==> config.mk <==
export PLATFORM = sky130hd
export DESIGN_NAME = kbc_cmd_decoder
export DESIGN_NICKNAME = d
export VERILOG_FILES = /design/src/rtl/kbc_cmd_decoder.sv
export SDC_FILE = /design/constraint.sdc
export NUM_CORES = 1
export LEC_CHECK = 0
export BUFFER_PORTS_ARGS = -buffer_cell sky130_fd_sc_hd__buf_2
export CORE_MARGIN = 3
export CORE_UTILIZATION = 30
export CTS_CLUSTER_DIAMETER = 100
export CTS_CLUSTER_SIZE = 24
export DETAILED_ROUTE_END_ITERATION = 16
export HOLD_SLACK_MARGIN = 0.08
export RECOVER_POWER = 25
export SETUP_SLACK_MARGIN = 0.05
export SLEW_MARGIN = 20
export SYNTH_ARGS = -nofsm -noshare
export SYNTH_HDL_FRONTEND = slang
export SYNTH_SLANG_ARGS = --single-unit
==> constraint.sdc <==
create_clock -name clk -period 5.2 [get_ports clk]
set_input_delay 1.04 -clock clk [delete_from_list [all_inputs] [get_ports clk]]
set_output_delay 1.04 -clock clk [all_outputs]
set_load 0.05 [all_outputs]
==> src/rtl/kbc_cmd_decoder.sv <==
module kbc_cmd_decoder #(
  parameter logic [7:0] MODE_INIT  = 8'h03,
  parameter logic [7:0] PORT_INIT  = 8'hCF,
  parameter logic [7:0] TEST_REPLY = 8'h55,
  parameter logic [7:0] INPORT_VAL = 8'h80
) (
  input  logic       clk,
  input  logic       rst_n,
  input  logic       host_wr,
  input  logic       host_sel_cmd,
  input  logic [7:0] host_wdata,
  input  logic       obf_in,
  input  logic       aux_obf_in,
  output logic [7:0] status_rdata,
  output logic [7:0] mode_byte,
  output logic       reply_push,
  output logic [7:0] reply_data,
  output logic       reply_aux,
  output logic       kbd_tx_valid,
  output logic [7:0] kbd_tx_data,
  output logic       aux_tx_valid,
  output logic [7:0] aux_tx_data,
  output logic       a20_gate,
  output logic       sys_reset_req,
  output logic       bad_cmd
);

  typedef enum logic [2:0] {
    PND_NONE, PND_MODE, PND_PORT, PND_KREP, PND_AREP, PND_MOUSE
  } pend_e;

  pend_e      pend_q;
  logic [7:0] mode_q;
  logic [7:0] port_q;
  logic       selftest_q;

  wire cmd_wr   = host_wr &  host_sel_cmd;
  wire dat_wr   = host_wr & ~host_sel_cmd;
  wire is_pulse = (host_wdata[7:4] == 4'hF);

  assign status_rdata = {2'b00, aux_obf_in, 1'b1, 1'b1, selftest_q, 1'b0, obf_in};
  assign mode_byte    = mode_q;
  assign a20_gate     = port_q[1];

  always_ff @(posedge clk) begin
    if (!rst_n) begin
      pend_q        <= PND_NONE;
      mode_q        <= MODE_INIT;
      port_q        <= PORT_INIT;
      selftest_q    <= 1'b0;
      reply_push    <= 1'b0;
      reply_data    <= 8'h00;
      reply_aux     <= 1'b0;
      kbd_tx_valid  <= 1'b0;
      kbd_tx_data   <= 8'h00;
      aux_tx_valid  <= 1'b0;
      aux_tx_data   <= 8'h00;
      sys_reset_req <= 1'b0;
      bad_cmd       <= 1'b0;
    end else begin
      reply_push    <= 1'b0;
      kbd_tx_valid  <= 1'b0;
      aux_tx_valid  <= 1'b0;
      sys_reset_req <= 1'b0;
      bad_cmd       <= 1'b0;
      if (cmd_wr) begin
        if (is_pulse) begin
          sys_reset_req <= ~host_wdata[0];
        end else begin
          case (host_wdata)
            8'h20: begin reply_push <= 1'b1; reply_data <= mode_q;     reply_aux <= 1'b0; end
            8'hD0: begin reply_push <= 1'b1; reply_data <= port_q;     reply_aux <= 1'b0; end
            8'hC0: begin reply_push <= 1'b1; reply_data <= INPORT_VAL; reply_aux <= 1'b0; end
            8'hAA: begin
              selftest_q <= 1'b1;
              reply_push <= 1'b1; reply_data <= TEST_REPLY; reply_aux <= 1'b0;
            end
            8'hA9, 8'hAB: begin reply_push <= 1'b1; reply_data <= 8'h00; reply_aux <= 1'b0; end
            8'h60: pend_q <= PND_MODE;
            8'hD1: pend_q <= PND_PORT;
            8'hD2: pend_q <= PND_KREP;
            8'hD3: pend_q <= PND_AREP;
            8'hD4: pend_q <= PND_MOUSE;
            8'hA7: mode_q[5] <= 1'b1;
            8'hA8: mode_q[5] <= 1'b0;
            8'hAD: mode_q[4] <= 1'b1;
            8'hAE: mode_q[4] <= 1'b0;
            8'hDD: port_q[1] <= 1'b0;
            8'hDF: port_q[1] <= 1'b1;
            default: bad_cmd <= 1'b1;
          endcase
        end
      end else if (dat_wr) begin
        pend_q <= PND_NONE;
        case (pend_q)
          PND_NONE: begin
            kbd_tx_valid <= 1'b1;
            kbd_tx_data  <= host_wdata;
            mode_q[4]    <= 1'b0;
          end
          PND_MODE: mode_q <= host_wdata;
          PND_PORT: begin
            port_q        <= host_wdata;
            sys_reset_req <= ~host_wdata[0];
          end
          PND_KREP: begin reply_push <= 1'b1; reply_data <= host_wdata; reply_aux <= 1'b0; end
          PND_AREP: begin reply_push <= 1'b1; reply_data <= host_wdata; reply_aux <= 1'b1; end
          PND_MOUSE: begin
            aux_tx_valid <= 1'b1;
            aux_tx_data  <= host_wdata;
            mode_q[5]    <= 1'b0;
          end
          default: ;
        endcase
      end
    end
  end

  a_r6_pending_clears: assert property (@(posedge clk) disable iff (!rst_n)
    dat_wr |=> pend_q == PND_NONE);

  a_r10_pulse_resets: assert property (@(posedge clk) disable iff (!rst_n)
    cmd_wr && host_wdata[7:4] == 4'hF && !host_wdata[0] |=> sys_reset_req);

  a_r10_pulse_noop: assert property (@(posedge clk) disable iff (!rst_n)
    cmd_wr && host_wdata[7:4] == 4'hF && host_wdata[0]
      |=> !sys_reset_req && !reply_push && $stable(mode_q) && $stable(port_q));

  a_r5_deferred_silent: assert property (@(posedge clk) disable iff (!rst_n)
    cmd_wr && (host_wdata == 8'h60 || host_wdata == 8'hD1 || host_wdata == 8'hD2 ||
               host_wdata == 8'hD3 || host_wdata == 8'hD4) |=> !reply_push);

  a_r12_bad_quiet: assert property (@(posedge clk) disable iff (!rst_n)
    bad_cmd |-> $stable(mode_q) && $stable(port_q) && !reply_push && !sys_reset_req);

  a_r9_gate_set: assert property (@(posedge clk) disable iff (!rst_n)
    cmd_wr && host_wdata == 8'hDF |=> a20_gate);

  a_r7_one_action: assert property (@(posedge clk) disable iff (!rst_n)
    $onehot0({reply_push, kbd_tx_valid, aux_tx_valid, bad_cmd}));

endmodule

=== Yosys cells after proc, flatten, opt, wreduce, memory -nomap -nowiden ===
Cells that the tools add are included.

* Register bits: 50
* Input port bits: 14
* Memories kept: 0
* Output and inout port bits: 47
* Latch bits: 0
* Bits in read-only memories: 0
* Memory bits (writable): 0
* Word-level logic and storage cells: 117

* Shift operators: 0
* $lt $le $gt $ge: 0
* $add $sub $neg: 0
* Reduce and logical (&&, ||, !) cells: 24
* Mux-type cells: 39
* Multipliers: 0
* Bitwise gates (word level): 8
* Equality and inequality tests: 30
* Div/mod/pow operators: 0

{| class="wikitable"
|+ Operator list
! kind !! number
|-
| 8-bit == test (second input constant) || 15
|-
| 8-bit case mux with 5 select lines || 1
|-
| 8-bit 2-to-1 mux || 4
|-
| 4-bit AND reduction || 5
|-
| 1-bit 2-to-1 mux || 18
|-
| 3-bit AND reduction || 6
|-
| 17-bit OR reduction || 1
|-
| 3-bit case mux with 5 select lines || 1
|-
| 6-bit by 1-bit inequality test with 1-bit output (second input constant) || 2
|-
| 1-bit case mux with 2 select lines || 6
|-
| 3-bit 2-to-1 mux || 3
|-
| 3-bit by 1-bit inequality test with 1-bit output (second input constant) || 3
|-
| 3-bit nonzero test || 3
|-
| 8-bit by 6-bit == test with 1-bit output (second input constant) || 1
|-
| 8-bit by 7-bit == test with 1-bit output (second input constant) || 1
|-
| 2-bit 2-to-1 mux || 4
|-
| 3-bit by 2-bit == test with 1-bit output (second input constant) || 2
|-
| 3-bit == test (second input constant) || 2
|-
| 6-bit 2-to-1 mux || 1
|-
| 1-bit inverter || 6
|-
| 2-bit nonzero test || 3
|-
| 3-bit OR reduction || 2
|-
| 6-bit OR reduction || 1
|-
| 4-bit == test (second input constant) || 1
|-
| other kinds (6) || 9
|}

=== Depth between registers and ports, before layout ===
Gate-level depths: netlist of the first run.

* Depth after elaboration: 5
* Gate-level depth with buffers: 7
* Depth with buffers taken out: 5

=== Worst setup path before layout of the first run ===
Ideal clock, no wire load.

* Kind: input to register
* Start: input host_wdata[6]
* End: register reply_data[4]
* Path buffers: 1
* Arrival time: 2.494 ns
* Data required time: 5.113 ns
* Setup time: 0.087 ns
* Stages: 6
* Slack: 2.619 ns
* Cell sequence: or3b_1 buf_2 or4_4 o21ai_4 a221oi_1 o31ai_1

* Longest elaborated chain between the ends: 5
* Elaborated cells between the ends (all ways): 14
* Classes of those cells: 9 x eq/ne; 3 x mux; 2 x reduce/logical

{| class="wikitable"
|+ RTL lines
! item !! RTL line !! text
|-
| start: declaration || 11 || <nowiki>input logic [7:0] host_wdata,</nowiki>
|-
| 8-bit == test || 70 || <nowiki>case (host_wdata)</nowiki>
|-
| 2-bit OR reduction || n/a ||
|-
| 8-bit case mux with 5 select lines || 70 ||
|-
| 8-bit 2-to-1 mux || 67 || <nowiki>if (is_pulse) begin</nowiki>
|-
| 8-bit 2-to-1 mux || 66 || <nowiki>if (cmd_wr) begin</nowiki>
|-
| end signal: assignment || 71 || <nowiki>8'h20: begin reply_push <= 1'b1; reply_data <= mode_q; reply_aux <= 1'b0; end</nowiki>
|-
| end signal: assignment || 72 || <nowiki>8'hD0: begin reply_push <= 1'b1; reply_data <= port_q; reply_aux <= 1'b0; end</nowiki>
|-
| end signal: assignment || 73 || <nowiki>8'hC0: begin reply_push <= 1'b1; reply_data <= INPORT_VAL; reply_aux <= 1'b0; end</nowiki>
|-
| end: declaration || 17 || <nowiki>output logic [7:0] reply_data,</nowiki>
|}

Parallel ways exist; a longest one is shown, timed or not. The select of a mux whose other input is x is not followed.
A chain may end at the register's enable or synchronous reset.

=== Worst setup path in the final report of the first run ===
* Start: input host_wdata[5]
* End: register reply_data[0]

Same word-level chain as after synthesis.

==> flow_summary.yaml, run 1 <==
status:
  status: "complete, no violations"
synthesis:
  synth.largest_area_cell: "dfxtp_1"
  netlist.area_leader.share_pct: 40.7
  yosys_warnings: 0
  ys.flop_type: "dfxtp_1"
  syn_inst: 291
  synth.distinct_cells: 55
  synth.area.top_cells: "dfxtp_1 (41%), mux2i_1 (7.7%), nor2_1 (5.0%)"
  ys_seq_area_share_pct: 40.7
  yosysMostFrequentCell: "dfxtp_1"
  synth_seq_cells: 50
  synthArstFlopShare_pct: 0
  yosys-top-cells-count: "dfxtp_1 (50), nor2_1 (33), nand2_1 (23)"
  synth_edf_count: 0
  syn_area_per_cell_um2: 8.46
  synthesis.area_um2: 2460
floorplan:
  io_pins: 61
  die_area_um2: 9330
  die_h_um: 96.6
  initial_core_util_pct: 31.4
  die_w_um: 96.6
  row_count: 32
  core_um2: 7850
layout:
  final_nets: 331
  final_cells: 420
  drive_above_1_share_pct: 13.5
  syn_to_final_growth_pct: 12.2
  num-fill-cells: 868
  antenna_cells: 0
sta:
  fin_crit_sh_pct: 53.4
  max_freq_mhz: 360
  fin_crit_ns: 2.78
  slew_violations: 0
  setup_violations: 0
  hold_violations: 0
  setup_tns_ns: 0
  grt_setup_unrepaired: "no"
  fin_worst_skew_ns: 0.00229
  worstMarginPinSlew_ns: 0.995
  slew_headroom_pct: 33.5
power_and_ir_drop:
  pwr-share-clk_pct: 35.2
  p_sw_share_pct: 26.7
  power_frac_seq_pct: 51.8
  p_switching_mw: 0.202
  internal-power_mw: 0.556
  peakVddDrop_uv: 112
  power.total_mw: 0.758
  p_comb_share_pct: 13.0
  leakagePower_nw: 1.09
  p_per_area_nw_per_um2: 275
routing:
  vias: 2174
  drt_iter0_markers: 233
  wl_mm: 6.72
  ant_nets: 0
  via_per_inst: 5.18
  drt_first_pass_iters: 5
  wire_per_inst_um: 16.0
  drc: 0
global_routing:
  gr-total-overflow: 0
  grt_pass1_wl_mm: 11.0
  gr-usage-all-layers_pct: 15.3
  grt_max_degree: 34
  antenna_found_initial: 0
  grt_pass1_vias: 2068
placed_design:
  dpl.hpwl_mm: 4.71
  placedCellCount: 412
  io_buffers: 51
  gp_congestion: 0.833
clock_network:
  clockBufferDepth: 2
  cts_tree: "done"
  clkLatencyLatePin_ns: 0.30
  numClockSinks: 50
  cts_hold_buf: 0
  post_cts_buffers: 0
  cts_buffers: 5
  clock-root-buffer: "clkbuf_8"
  htreeDepth: 2
  post_cts_resize_count: 0
  clkSlewWorstSetupHoldPaths_ns: 0.09
worst_setup_path:
  path_max_fanout: 13
  arrival_ns: 2.93
  required_ns: 5.35
  worstSetupStartpointType: "primary input"
  criticalPathCategory: "in -> reg"
  critPathCaptureType: "flip-flop"
run:
  drv_cap: 0
min_path:
  hp-class: "reg -> reg"
[per-stage QoR]
stage | utilization, % | setup slack [ns] | area (um2) | hold WS (ns)
floorplan | - | 2.62 | 2470 | 0.442
CTS | 35.5 | 2.46 | 2790 | 0.475
global route | 35.2 | 2.29 | 2760 | 0.505
detailed placement | 34.2 | 2.15 | 2680 | 0.462
global placement | 34.2 | 2.18 | 2680 | 0.462
finish | 35.2 | 2.42 | 2760 | 0.472
[critical path, stage by stage]
cell	delay (ns)
buf_2	0.21
or3b_1	0.47
o22ai_1	0.33
nand2b_1	0.28
a221oi_1	0.47
o31ai_1	0.12
[cell type report]
| class | count | area (um2) | share of cell area, % |
|---|---|---|---|
| clock buffer | 7 | 76.3 | 2.77 |
| tap | 102 | 128 | 4.62 |
| inverter | 5 | 18.8 | 0.680 |
| multi-input combinational | 204 | 1280 | 46.4 |
| sequential | 50 | 1000 | 36.3 |
| clock inverter | 1 | 30.0 | 1.09 |
| timing repair buffer | 51 | 226 | 8.20 |
[placed cells by master, fill, tap and decap left out, types with 2 or more instances in the layout]
cell type,Yosys,routed
a211oi_1,3,3
a21oi_1,13,13
a221oi_1,7,7
a31oi_1,2,2
buf_2,9,28
clkbuf_1,16,25
clkbuf_8,0,5
conb_1,2,5
dfxtp_1,50,50
inv_1,4,4
mux2i_1,19,19
nand2_1,23,23
nand2b_1,3,3
nand3_1,15,15
nand3b_1,3,3
nand4_1,2,2
nand4b_1,3,3
nor2_1,33,33
nor2b_1,3,3
nor3_1,6,6
nor4_1,2,2
o211ai_1,6,6
o21ai_0,13,13
o21ai_1,2,2
o31ai_1,9,9
or3_1,2,2
or3b_1,3,3
or4b_1,2,2
[state kept, by name, summed over array words and instances (netlist names), 3 cells and up]
register	flops
aux_tx_data	8
kbd_tx_data	8
mode_byte	8
port_q	8
reply_data	8
pend_q	3
[power groups by stage]
stage,clock [mW],combinational [mW],sequential [mW]
3_5_place_dp,0,0.0990,0.402
3_3_place_gp,0,0.0990,0.402
5_1_grt,0.295,0.107,0.394
6_report,0.267,0.0985,0.393
2_1_floorplan,0,0.0645,0.420
4_1_cts,0.276,0.0992,0.393
[cells by family (layout without fill, tap and decap cells)]
logic type / count (synthesis) / in the layout / share of synthesized area (%)
compound gates: 65 / 65 / 17.9
mux: 19 / 19 / 7.73
flops: 50 / 50 / 40.7
buf+inv: 40 / 64 / 7.78
simple gates: 114 / 114 / 25.2
xor+xnor: 1 / 1 / 0.356
other cells: 2 / 5 / 0.305
[routing by layer]
metal / track usage [%] / vias up / wire, um
li1: - / 1084 / -
met2: 23.4 / 73 / 3020
met4: 4.09 / 0 / 80
met5: 0 / - / 0
met1: 21.3 / 1011 / 3150
met3: 4.26 / 6 / 471
[path summary, 6_finish.rpt]
check	start	endpoint	slack, ns	cells past startpoint
worst max-delay path	host_wdata[5]	reply_data[0]$_SDFFE_PN0P_	2.42	6
worst min-delay path	reply_data[0]$_SDFFE_PN0P_	reply_data[0]$_SDFFE_PN0P_	0.47	2
worst max register to register	pend_q[0]$_SDFFE_PN0P_	port_q[1]$_SDFFE_PN1P_	2.87	5
worst min register to register	reply_data[0]$_SDFFE_PN0P_	reply_data[0]$_SDFFE_PN0P_	0.47	2
Power figures use the tool's default switching activity.
==> run 2: changes to the inputs <==
Settings changed: ABC_AREA set to 1.
Clock period 5.2 ns to 2.53 ns, I/O delays scaled along.
==> flow_summary.yaml, run 2 <==
routing:
  vias: 2535
  wl_mm: 6.98
  via_per_inst: 4.89
  drt_iter0_markers: 129
  drc: 0
  drt_first_pass_iters: 5
  ant_nets: 0
  wire_per_inst_um: 13.5
synthesis:
  yosys-top-cells-count: "nand2_1 (99), dfxtp_1 (50), nor2_1 (40)"
  synth_fa_ha_area_share_pct: 0
  yosys_warnings: 0
  syn_area_per_cell_um2: 6.79
  ys_seq_area_share_pct: 39.8
  yosys.area_share.simple_pct: 32.7
  synthArstFlopShare_pct: 0
  syn_inst: 370
  synth_seq_cells: 50
  synth.distinct_cells: 30
  synth_top_family_by_area: "simple AND/OR/NAND/NOR gates"
  synth.area.top_cells: "dfxtp_1 (40%), nand2_1 (15%), a21oi_1 (7.4%)"
  yosysMostFrequentCell: "nand2_1"
  ys.flop_type: "dfxtp_1"
  synthesis.area_um2: 2510
  netlist.area_leader.share_pct: 39.8
  synth_mux_area_share_pct: 0
  synth_compound_area_share_pct: 17.2
  synth.largest_area_cell: "dfxtp_1"
  synthXorXnorAreaFrac_pct: 0
  synth_edf_count: 0
power_and_ir_drop:
  power.total_mw: 1.60
  leakagePower_nw: 1.43
  p_per_area_nw_per_um2: 554
  peakVddDrop_uv: 247
clock_network:
  clkLatencyLatePin_ns: 0.31
  clkSlewWorstSetupHoldPaths_ns: 0.09
  post_cts_resize_count: 0
  clock-root-buffer: "clkbuf_8"
  clockBufferDepth: 2
  htreeDepth: 2
  cts_buffers: 5
  cts_hold_buf: 0
  numClockSinks: 50
  post_cts_buffers: 0
  cts_tree: "done"
sta:
  worstMarginPinSlew_ns: 1.07
  setup_violations: 0
  fin_crit_ns: 1.86
  setup_tns_ns: 0
  grt_setup_unrepaired: "no"
  max_freq_mhz: 538
  slew_violations: 0
  fin_crit_sh_pct: 73.5
  fin_worst_skew_ns: 0.00806
  slew_headroom_pct: 29.0
  hold_violations: 0
placed_design:
  placed_area_um2: 2820
  dpl.hpwl_mm: 5.21
  io_buffers: 51
  gp_congestion: 0.892
floorplan:
  core_um2: 7930
  io_pins: 61
  initial_core_util_pct: 31.7
  die_area_um2: 9510
  die_h_um: 97.5
  row_count: 32
  die_w_um: 97.5
worst_setup_path:
  path_cells: "clkbuf_1, clkinv_1, nor3_1"
  path_buf_inv: 2
  worstSetupStartpoint: "rst_n"
  reg2reg_slack_ns: 0.90
  reg2reg_from: "pend_q[0]$_SDFFE_PN0P_"
  critPathCaptureType: "flip-flop"
  criticalPathCategory: "in -> reg"
  crit_path_max_incr_delay_ns: 0.77
  path_max_fanout: 28
  slowest_stage: "clkbuf_1"
  cp_top_family: "buffers and inverters"
  arrival_ns: 2.08
  required_ns: 2.75
  worstSetupStartpointType: "primary input"
global_routing:
  gr-usage-all-layers_pct: 14.9
  grt_max_degree: 29
  gr-total-overflow: 0
  antenna_found_initial: 0
  grt_pass1_wl_mm: 11.7
  grt_pass1_vias: 2433
layout:
  design_area_um2: 2890
  final_nets: 430
  syn_to_final_growth_pct: 15.1
  layout_commonest_cell: "nand2_1"
  num-fill-cells: 893
  register_area_um2: 1000
  drive_above_1_share_pct: 20.0
  mostFrequentLayoutCells: "nand2_1 (99), dfxtp_1 (50), buf_2 (42)"
  antenna_cells: 0
  multiInputGateArea_um2: 1270
status:
  status: "complete, no violations"
run:
  drv_cap: 0
min_path:
  hp-class: "in -> reg"
  min-delay-start: "host_wdata[0]"
==> run 2: stage by stage <==
| step | std cells | hold WS, ns | worst slack, ns | utilization [%] |
|---|---|---|---|---|
| after CTS | 518 | 0.453 | 0.928 | 36.6 |
| after detailed placement | 511 | 0.459 | 0.596 | 35.6 |
| after global placement | 511 | 0.458 | 0.552 | 35.6 |
| after floorplan | 373 | 0.438 | 0.961 | - |
| after global routing | 518 | 0.473 | 0.433 | 36.5 |
| final | 518 | 0.459 | 0.670 | 36.5 |
==> run 2: worst reg2reg max path: stages (launching register included) <==
cell	delay (ns)
dfxtp_1	0.44
nand2_1	0.12
nor2_1	0.13
inv_1	0.08
nor2_2	0.47
o21ai_0	0.16
a21oi_1	0.17
==> run 2: cell type report <==
cell class,count,share of cell area (%)
timing repair buffer,54,9.21
inverter,37,4.89
clock inverter,2,0.519
tap,102,4.41
sequential,50,34.6
multi-input combinational,268,44.0
clock buffer,5,2.38
==> run 2: kinds of logic after synthesis <==
kind of cell,count (synthesis)
simple gates,184
compound gates,79
buf+inv,55
flops,50
other cells,2
==> run 2: report_power, final <==
| group | leakage [nW] | switching (mW) | internal, mW |
|---|---|---|---|
| registers | 0.407 | 0.0170 | 0.815 |
| clock network | 0.0362 | 0.271 | 0.189 |
| logic | 0.982 | 0.242 | 0.0698 |
| total | 1.43 | 0.530 | 1.07 |
==> run 2: metal layers <==
metal  up-vias  share of wire (%)  GRT usage (%)
li1       1275                  -              -
met1      1144                 47           20.6
met2       104                 44           23.1
met3        12                6.8           3.45
met4         0                1.8           4.26
met5         -                  0              0
==> run 2: path summary, 6_finish.rpt <==
check                                 to  depth (start not counted)
min             sys_reset_req$_SDFF_PN0_                          2
max reg2reg  aux_tx_data[1]$_SDFFE_PN0P_                          6
max             sys_reset_req$_SDFF_PN0_                          3
min reg2reg       reply_aux$_SDFFE_PN0P_                          2
